===== config.mk =====
export PLATFORM = sky130hd
export DESIGN_NAME = cfg_copy_seq
export DESIGN_NICKNAME = d
export VERILOG_FILES = /design/src/rtl/cfg_seq_pkg.sv /design/src/rtl/cfg_seq_start.sv /design/src/rtl/cfg_seq_ctrl.sv /design/src/rtl/cfg_seq_steer.sv /design/src/rtl/cfg_copy_seq.sv
export SDC_FILE = /design/constraint.sdc
export NUM_CORES = 1
export LEC_CHECK = 0
export ABC_CLOCK_PERIOD_IN_PS = 2440
export BUFFER_PORTS_ARGS = -buffer_cell sky130_fd_sc_hd__buf_2
export CAP_MARGIN = 30
export CORE_ASPECT_RATIO = 0.8
export CORE_MARGIN = 4
export CORE_UTILIZATION = 30
export DETAILED_ROUTE_END_ITERATION = 8
export PLACE_DENSITY = 0.47
export SYNTH_ARGS = -nofsm -noshare
export SYNTH_HDL_FRONTEND = slang
export SYNTH_SLANG_ARGS = --single-unit

===== constraint.sdc =====
create_clock -name clk_i -period 2.44 [get_ports clk_i]
set_input_delay 0.244 -clock clk_i [delete_from_list [all_inputs] [get_ports clk_i]]
set_output_delay 0.244 -clock clk_i [all_outputs]
set_load 0.02 [all_outputs]

===== src/rtl/cfg_seq_pkg.sv =====
package cfg_seq_pkg;
  localparam logic [7:0] OPC_UPDATE = 8'h80;
  localparam logic [7:0] OPC_END    = 8'hFF;

  typedef enum logic [2:0] {ST_IDLE, ST_FETCH, ST_DECODE, ST_RD, ST_WR} seq_st_e;
  typedef enum logic [1:0] {FLD_OP, FLD_AHI, FLD_ALO} seq_fld_e;
  typedef enum logic {DIR_LOAD, DIR_STORE} seq_dir_e;
endpackage


===== src/rtl/cfg_seq_start.sv =====
module cfg_seq_start
  import cfg_seq_pkg::*;
(
  input  logic     clk_i,
  input  logic     rst_ni,
  input  logic     idle_i,
  input  logic     load_req_i,
  input  logic     store_req_i,
  output logic     start_o,
  output seq_dir_e dir_o
);
  assign start_o = idle_i && (load_req_i || store_req_i);
  assign dir_o   = load_req_i ? DIR_LOAD : DIR_STORE;

  AST_LOAD_WINS: assert property (@(posedge clk_i) disable iff (!rst_ni)
    (start_o && load_req_i) |-> (dir_o == DIR_LOAD));
  AST_NO_START_BUSY: assert property (@(posedge clk_i) disable iff (!rst_ni)
    !idle_i |-> !start_o);
endmodule


===== src/rtl/cfg_seq_ctrl.sv =====
module cfg_seq_ctrl
  import cfg_seq_pkg::*;
#(
  parameter int SEG_DEPTH = 16,
  parameter int NV_AW     = 8,
  parameter int RA_W      = 16,
  parameter bit BOOT_LOAD = 1'b1,
  localparam int SEG_AW   = $clog2(SEG_DEPTH),
  localparam int PTR_W    = $clog2(SEG_DEPTH + 1),
  localparam int CNT_W    = 7
) (
  input  logic              clk_i,
  input  logic              rst_ni,
  input  logic              start_i,
  input  seq_dir_e          start_dir_i,
  input  logic [7:0]        seg_rdata_i,
  output logic [SEG_AW-1:0] seg_addr_o,
  output logic [RA_W-1:0]   reg_addr_o,
  output logic [NV_AW-1:0]  nv_addr_o,
  output logic              wr_en_o,
  output seq_dir_e          dir_o,
  output logic              idle_o,
  output logic              update_o,
  output logic              done_o,
  output logic              err_o,
  output logic              store_pend_o
);
  localparam logic [PTR_W-1:0] PTR_END = PTR_W'(SEG_DEPTH);

  seq_st_e           state_q;
  seq_fld_e          fld_q;
  seq_dir_e          dir_q;
  logic [PTR_W-1:0]  ptr_q;
  logic [CNT_W-1:0]  remain_q;
  logic [RA_W-1:0]   raddr_q;
  logic [NV_AW-1:0]  nvaddr_q;
  logic              upd_q, done_q, err_q, spend_q;

  always_ff @(posedge clk_i or negedge rst_ni) begin
    if (!rst_ni) begin
      state_q  <= BOOT_LOAD ? ST_FETCH : ST_IDLE;
      fld_q    <= FLD_OP;
      dir_q    <= DIR_LOAD;
      ptr_q    <= '0;
      remain_q <= '0;
      raddr_q  <= '0;
      nvaddr_q <= '0;
      upd_q    <= 1'b0;
      done_q   <= 1'b0;
      err_q    <= 1'b0;
      spend_q  <= 1'b0;
    end else begin
      upd_q  <= 1'b0;
      done_q <= 1'b0;
      unique case (state_q)
        ST_IDLE: begin
          if (start_i) begin
            state_q  <= ST_FETCH;
            fld_q    <= FLD_OP;
            dir_q    <= start_dir_i;
            ptr_q    <= '0;
            nvaddr_q <= '0;
            err_q    <= 1'b0;
            spend_q  <= (start_dir_i == DIR_STORE);
          end
        end
        ST_FETCH: begin
          if (ptr_q == PTR_END) begin
            state_q <= ST_IDLE;
            done_q  <= 1'b1;
            err_q   <= 1'b1;
            spend_q <= 1'b0;
          end else begin
            state_q <= ST_DECODE;
          end
        end
        ST_DECODE: begin
          unique case (fld_q)
            FLD_OP: begin
              if (seg_rdata_i == OPC_END || (seg_rdata_i[7] && seg_rdata_i != OPC_UPDATE)) begin
                state_q <= ST_IDLE;
                done_q  <= 1'b1;
                err_q   <= (seg_rdata_i != OPC_END);
                spend_q <= 1'b0;
              end else if (seg_rdata_i == OPC_UPDATE) begin
                upd_q   <= (dir_q == DIR_LOAD);
                ptr_q   <= ptr_q + 1'b1;
                state_q <= ST_FETCH;
              end else begin
                remain_q <= seg_rdata_i[CNT_W-1:0];
                fld_q    <= FLD_AHI;
                ptr_q    <= ptr_q + 1'b1;
                state_q  <= ST_FETCH;
              end
            end
            FLD_AHI: begin
              raddr_q[RA_W-1:RA_W-8] <= seg_rdata_i;
              fld_q   <= FLD_ALO;
              ptr_q   <= ptr_q + 1'b1;
              state_q <= ST_FETCH;
            end
            default: begin
              raddr_q[7:0] <= seg_rdata_i;
              fld_q   <= FLD_OP;
              ptr_q   <= ptr_q + 1'b1;
              state_q <= ST_RD;
            end
          endcase
        end
        ST_RD: state_q <= ST_WR;
        ST_WR: begin
          raddr_q  <= raddr_q + 1'b1;
          nvaddr_q <= nvaddr_q + 1'b1;
          if (remain_q == '0) begin
            state_q <= ST_FETCH;
          end else begin
            remain_q <= remain_q - 1'b1;
            state_q  <= ST_RD;
          end
        end
        default: state_q <= ST_IDLE;
      endcase
    end
  end

  assign seg_addr_o   = ptr_q[SEG_AW-1:0];
  assign reg_addr_o   = raddr_q;
  assign nv_addr_o    = nvaddr_q;
  assign wr_en_o      = (state_q == ST_WR);
  assign dir_o        = dir_q;
  assign idle_o       = (state_q == ST_IDLE);
  assign update_o     = upd_q;
  assign done_o       = done_q;
  assign err_o        = err_q;
  assign store_pend_o = spend_q;

  AST_UPD_SINGLE: assert property (@(posedge clk_i) disable iff (!rst_ni)
    upd_q |=> !upd_q);
  AST_UPD_LOAD_ONLY: assert property (@(posedge clk_i) disable iff (!rst_ni)
    upd_q |-> (dir_q == DIR_LOAD));
  AST_DONE_IDLE: assert property (@(posedge clk_i) disable iff (!rst_ni)
    done_q |-> (state_q == ST_IDLE));
  AST_PTR_BOUND: assert property (@(posedge clk_i) disable iff (!rst_ni)
    ptr_q <= PTR_END);
  AST_PEND_CLEAR: assert property (@(posedge clk_i) disable iff (!rst_ni)
    $fell(spend_q) |-> done_q);
  AST_ERR_HOLD: assert property (@(posedge clk_i) disable iff (!rst_ni)
    (state_q == ST_IDLE && $past(state_q == ST_IDLE)) |-> $stable(err_q));
endmodule


===== src/rtl/cfg_seq_steer.sv =====
module cfg_seq_steer
  import cfg_seq_pkg::*;
(
  input  seq_dir_e   dir_i,
  input  logic       wr_en_i,
  input  logic [7:0] nv_rdata_i,
  input  logic [7:0] rf_rdata_i,
  output logic       nv_we_o,
  output logic       rf_we_o,
  output logic [7:0] nv_wdata_o,
  output logic [7:0] rf_wdata_o
);
  assign rf_we_o    = wr_en_i && (dir_i == DIR_LOAD);
  assign nv_we_o    = wr_en_i && (dir_i == DIR_STORE);
  assign rf_wdata_o = nv_rdata_i;
  assign nv_wdata_o = rf_rdata_i;
endmodule


===== src/rtl/cfg_copy_seq.sv =====
module cfg_copy_seq
  import cfg_seq_pkg::*;
#(
  parameter int SEG_DEPTH = 16,
  parameter int NV_AW     = 8,
  parameter bit BOOT_LOAD = 1'b1,
  localparam int SEG_AW   = $clog2(SEG_DEPTH)
) (
  input  logic              clk_i,
  input  logic              rst_ni,
  input  logic              load_req_i,
  input  logic              store_req_i,
  output logic [SEG_AW-1:0] seg_addr_o,
  input  logic [7:0]        seg_rdata_i,
  output logic [NV_AW-1:0]  nv_addr_o,
  output logic              nv_we_o,
  output logic [7:0]        nv_wdata_o,
  input  logic [7:0]        nv_rdata_i,
  output logic [15:0]       rf_addr_o,
  output logic              rf_we_o,
  output logic [7:0]        rf_wdata_o,
  input  logic [7:0]        rf_rdata_i,
  output logic              update_o,
  output logic              busy_o,
  output logic              done_o,
  output logic              err_o,
  output logic              store_pend_o
);
  logic     idle, start, wr_en;
  seq_dir_e start_dir, dir;

  cfg_seq_start i_start (
    .clk_i      (clk_i),
    .rst_ni     (rst_ni),
    .idle_i     (idle),
    .load_req_i (load_req_i),
    .store_req_i(store_req_i),
    .start_o    (start),
    .dir_o      (start_dir)
  );

  cfg_seq_ctrl #(
    .SEG_DEPTH(SEG_DEPTH),
    .NV_AW    (NV_AW),
    .RA_W     (16),
    .BOOT_LOAD(BOOT_LOAD)
  ) i_ctrl (
    .clk_i       (clk_i),
    .rst_ni      (rst_ni),
    .start_i     (start),
    .start_dir_i (start_dir),
    .seg_rdata_i (seg_rdata_i),
    .seg_addr_o  (seg_addr_o),
    .reg_addr_o  (rf_addr_o),
    .nv_addr_o   (nv_addr_o),
    .wr_en_o     (wr_en),
    .dir_o       (dir),
    .idle_o      (idle),
    .update_o    (update_o),
    .done_o      (done_o),
    .err_o       (err_o),
    .store_pend_o(store_pend_o)
  );

  cfg_seq_steer i_steer (
    .dir_i     (dir),
    .wr_en_i   (wr_en),
    .nv_rdata_i(nv_rdata_i),
    .rf_rdata_i(rf_rdata_i),
    .nv_we_o   (nv_we_o),
    .rf_we_o   (rf_we_o),
    .nv_wdata_o(nv_wdata_o),
    .rf_wdata_o(rf_wdata_o)
  );

  assign busy_o = !idle;

  AST_DONE_NOT_BUSY: assert property (@(posedge clk_i) disable iff (!rst_ni)
    done_o |-> !busy_o);
  AST_ONE_WRITER: assert property (@(posedge clk_i) disable iff (!rst_ni)
    !(nv_we_o && rf_we_o));
endmodule


==> results_dict.tcl <==
set metrics [dict create \
    run_status "completed" \
    cts_buffers 5 \
    synth.avg_cell_area_um2 9.031 \
    ys_ff_latch 46 \
    htreeDepth 2 \
    clkSlewWorstSetupHoldPaths_ns 0.07 \
    dr.pass1.iters 4 \
    grt_pass1_vias 2431 \
    path_class "reg2out" \
    syn_inst 308 \
    leakage_nw 1.465 \
    synth_top_family_by_area "simple AND/OR/NAND/NOR gates" \
    multi_input_area_um2 1369 \
    dp_hpwl_um 5616 \
    ant_nets 0 \
    port_buffers 46 \
    utilization_pct 35.68 \
    synthDistinctLibCells 57 \
    setup_violations 0 \
    rsz0062_at_grt "false" \
    register_area_um2 1152 \
    fin_nets 377 \
    clock.fmax_mhz 463.0 \
    worstMarginPinSlew_ns 0.7159 \
    dr.first_iter.drc_count 163 \
    syn2layout_area_growth_pct 15.92 \
    drc 0 \
    initial_core_util_pct 30.78 \
    place_inst 451 \
    cts_max_path_buffers 2 \
    yosys_most_used_dff "dfrtp_1" \
    synth-compound-area-share_pct 20.33 \
    worstSkewPairLatency_ns 0.29 \
    routed-via-count 2446 \
    die_y_um 94.12 \
    cts_sinks 46 \
    cts-root-buf "clkbuf_16" \
    crit_arrival_ns 1.92 \
    die_x_um 115.7 \
    grt_pass1_wl_um 12650 \
    fin_cells 460 \
    finalCriticalPeriod_ns 2.160 \
    synth_xor_area_share_pct 0.3149 \
    yosys.area_share.adder_pct 2.249 \
    gr-usage-all-layers_pct 14.74 \
    final_hold_viol_count 0 \
    antenna_found_initial 0 \
    muxShareOfSynthArea_pct 3.374 \
    powerDensity_nw_per_um2 1185 \
    drt_wl_total_um 7632 \
    synth_area_um2 2781 \
    viasPerCell 5.317 \
    grt_start_max_net_pins 26 \
    synth_edf_count 0 \
    crit_required_ns 2.20 \
    skew_ns 0.004474 \
    rows 31 \
    hold_path_class "in2reg" \
    cts_resized 0 \
    core_um2 9037 \
    fin_setup_tns_ns 0 \
    cts_tree "built" \
    dieArea_um2 10890 \
    maxCapViolations 0 \
    fillers 947 \
    ios 79 \
    routedWlPerCell_um 16.59 \
    vdd_drop_max_mv 0.5196 \
    relSlewSlack_pct 51.91 \
    synth-simple-area-share_pct 22.94 \
    end_kind "output pin" \
    period_share_pct 88.52 \
    drv_slew 0 \
    yosysSeqAreaShare_pct 41.43 \
    n_antenna_cell 0 \
    critPathMaxFanout 21 \
    drive_above_1_share_pct 22.90 \
    syn-num-nets 341 \
    routabilityCongestion 0.8531 \
    async_flop_share_pct 100.0 \
    grt_overflow 0 \
    worstSetupStartpointType "register" \
    yosysWarnings 0 \
]
[layer usage]
layer  global-route usage (%)  part of all wire [%]  up-vias
met5                        0                     0        -
met4                    3.865                  0.84        0
met3                    3.413                   4.5        6
met2                    22.40                    45       58
met1                    21.03                    49     1192
li1                         -                     -     1190
[kinds of logic (layout without fill, tap and decap cells)]
group	Yosys count	after routing
and+or+nand+nor	115	115
AOI/OAI and AO/OA	85	85
xor gates and xnor gates	1	1
adders and majority gates	5	5
muxes	9	9
DFF	46	46
buffers and inverters	47	84
[final timing paths]
check	endpoint	slack, ns	startpoint	cells after the start
setup / recovery	rf_we_o	0.28	i_ctrl.state_q[0]	4
hold / removal	i_ctrl.dir_o	0.18	load_req_i	2
setup reg to reg	i_ctrl.nv_addr_o[7]	0.41	i_ctrl.state_q[2]	5
hold reg to reg	i_ctrl.nv_addr_o[7]	0.51	i_ctrl.nv_addr_o[7]	1
max in group asynchronous	i_ctrl.state_q[0]	1.69	rst_ni	3
min in group asynchronous	i_ctrl.reg_addr_o[5]	0.48	rst_ni	3
[report_power, final]
part	internal, mW	switching, mW
clock network	0.480	0.293
registers	1.03	0.319
logic	0.641	1.06
total	2.15	1.67
[synth_stat cells, types with 2 or more instances]
cell        n  share of area, %
ha_1        5               2.2
dfrtp_1    45                40
a21boi_0    2              0.54
nor3_4      2               1.2
mux2_2      3               1.2
nand4bb_1   2              0.81
nor4_1      4              0.90
nor3b_1     2              0.54
nor3_1     12               2.2
inv_1      17               2.3
o21bai_1    2              0.54
and4_1      3              0.94
mux2i_1     6               2.2
nand4_1     6               1.3
nor2_1     21               2.8
and2_1      3              0.67
a31oi_1     3              0.67
a211oi_1    4               1.1
o21ai_0    23               4.1
clkbuf_1    6              0.81
a21oi_1    16               2.9
a21o_1      3              0.81
nand3_1    14               2.5
a221oi_1    2              0.63
o22ai_1     5               1.1
nor3b_2     2              0.90
or3_1       2              0.45
buf_4      22               5.9
a311oi_1    6               1.9
and3_1      5               1.1
a22oi_1     5               1.3
nand2b_1    5               1.1
nand2_1    26               3.5
[state kept, by name, indices dropped and copies added, names as in the netlist]
| signal | cells |
|---|---|
| i_ctrl.dir_o | 1 |
| i_ctrl.done_o | 1 |
| i_ctrl.err_o | 1 |
| i_ctrl.fld_q | 2 |
| i_ctrl.nv_addr_o | 8 |
| i_ctrl.ptr_q | 5 |
| i_ctrl.reg_addr_o | 16 |
| i_ctrl.remain_q | 7 |
| i_ctrl.state_q | 3 |
| i_ctrl.store_pend_o | 1 |
| i_ctrl.update_o | 1 |
[timing repair]
action / in CTS / in global routing
endpoints found under the setup margin: 0 / 0
endpoints found under the hold margin: 45 / 0
hold buffers: 1 / 0
setup buffers: 0 / 0
[cell type report]
type                    instances  area share, %
multi-input cells             215          42.45
flip-flops and latches         46          35.74
repair buffers                 59          10.24
well taps                     115          4.463
clock buffers                   5          3.880
inverters                      17          1.979
clock inverters                 3          1.242
[worst max-delay path, stage by stage, from the launching register on]
cell     delay, ns
dfstp_2       0.71
or3b_1        0.37
buf_4         0.31
nor2_1        0.07
buf_2         0.16
[stage by stage]
stage	setup slack [ns]	hold WS [ns]	power (mW)	instance area (µm²)
3_3_place_gp	0.4550	0.2532	3.061	3049
6_report	0.2801	0.1765	3.820	3224
5_1_grt	0.1481	0.1805	4.148	3224
4_1_cts	0.2815	0.1623	3.864	3224
2_1_floorplan	0.6186	-0.05159	2.535	2781
3_5_place_dp	0.4027	0.2627	3.064	3049
[cells in the final DEF, fill, tap and decap left out, types with 12 or more instances in the layout]
master / instances
a21oi_1: 16
buf_2: 46
buf_4: 12
dfrtp_1: 45
inv_1: 17
nand2_1: 26
nand3_1: 14
nor2_1: 21
nor3_1: 12
o21ai_0: 23
(Power assumes the default switching activity.)
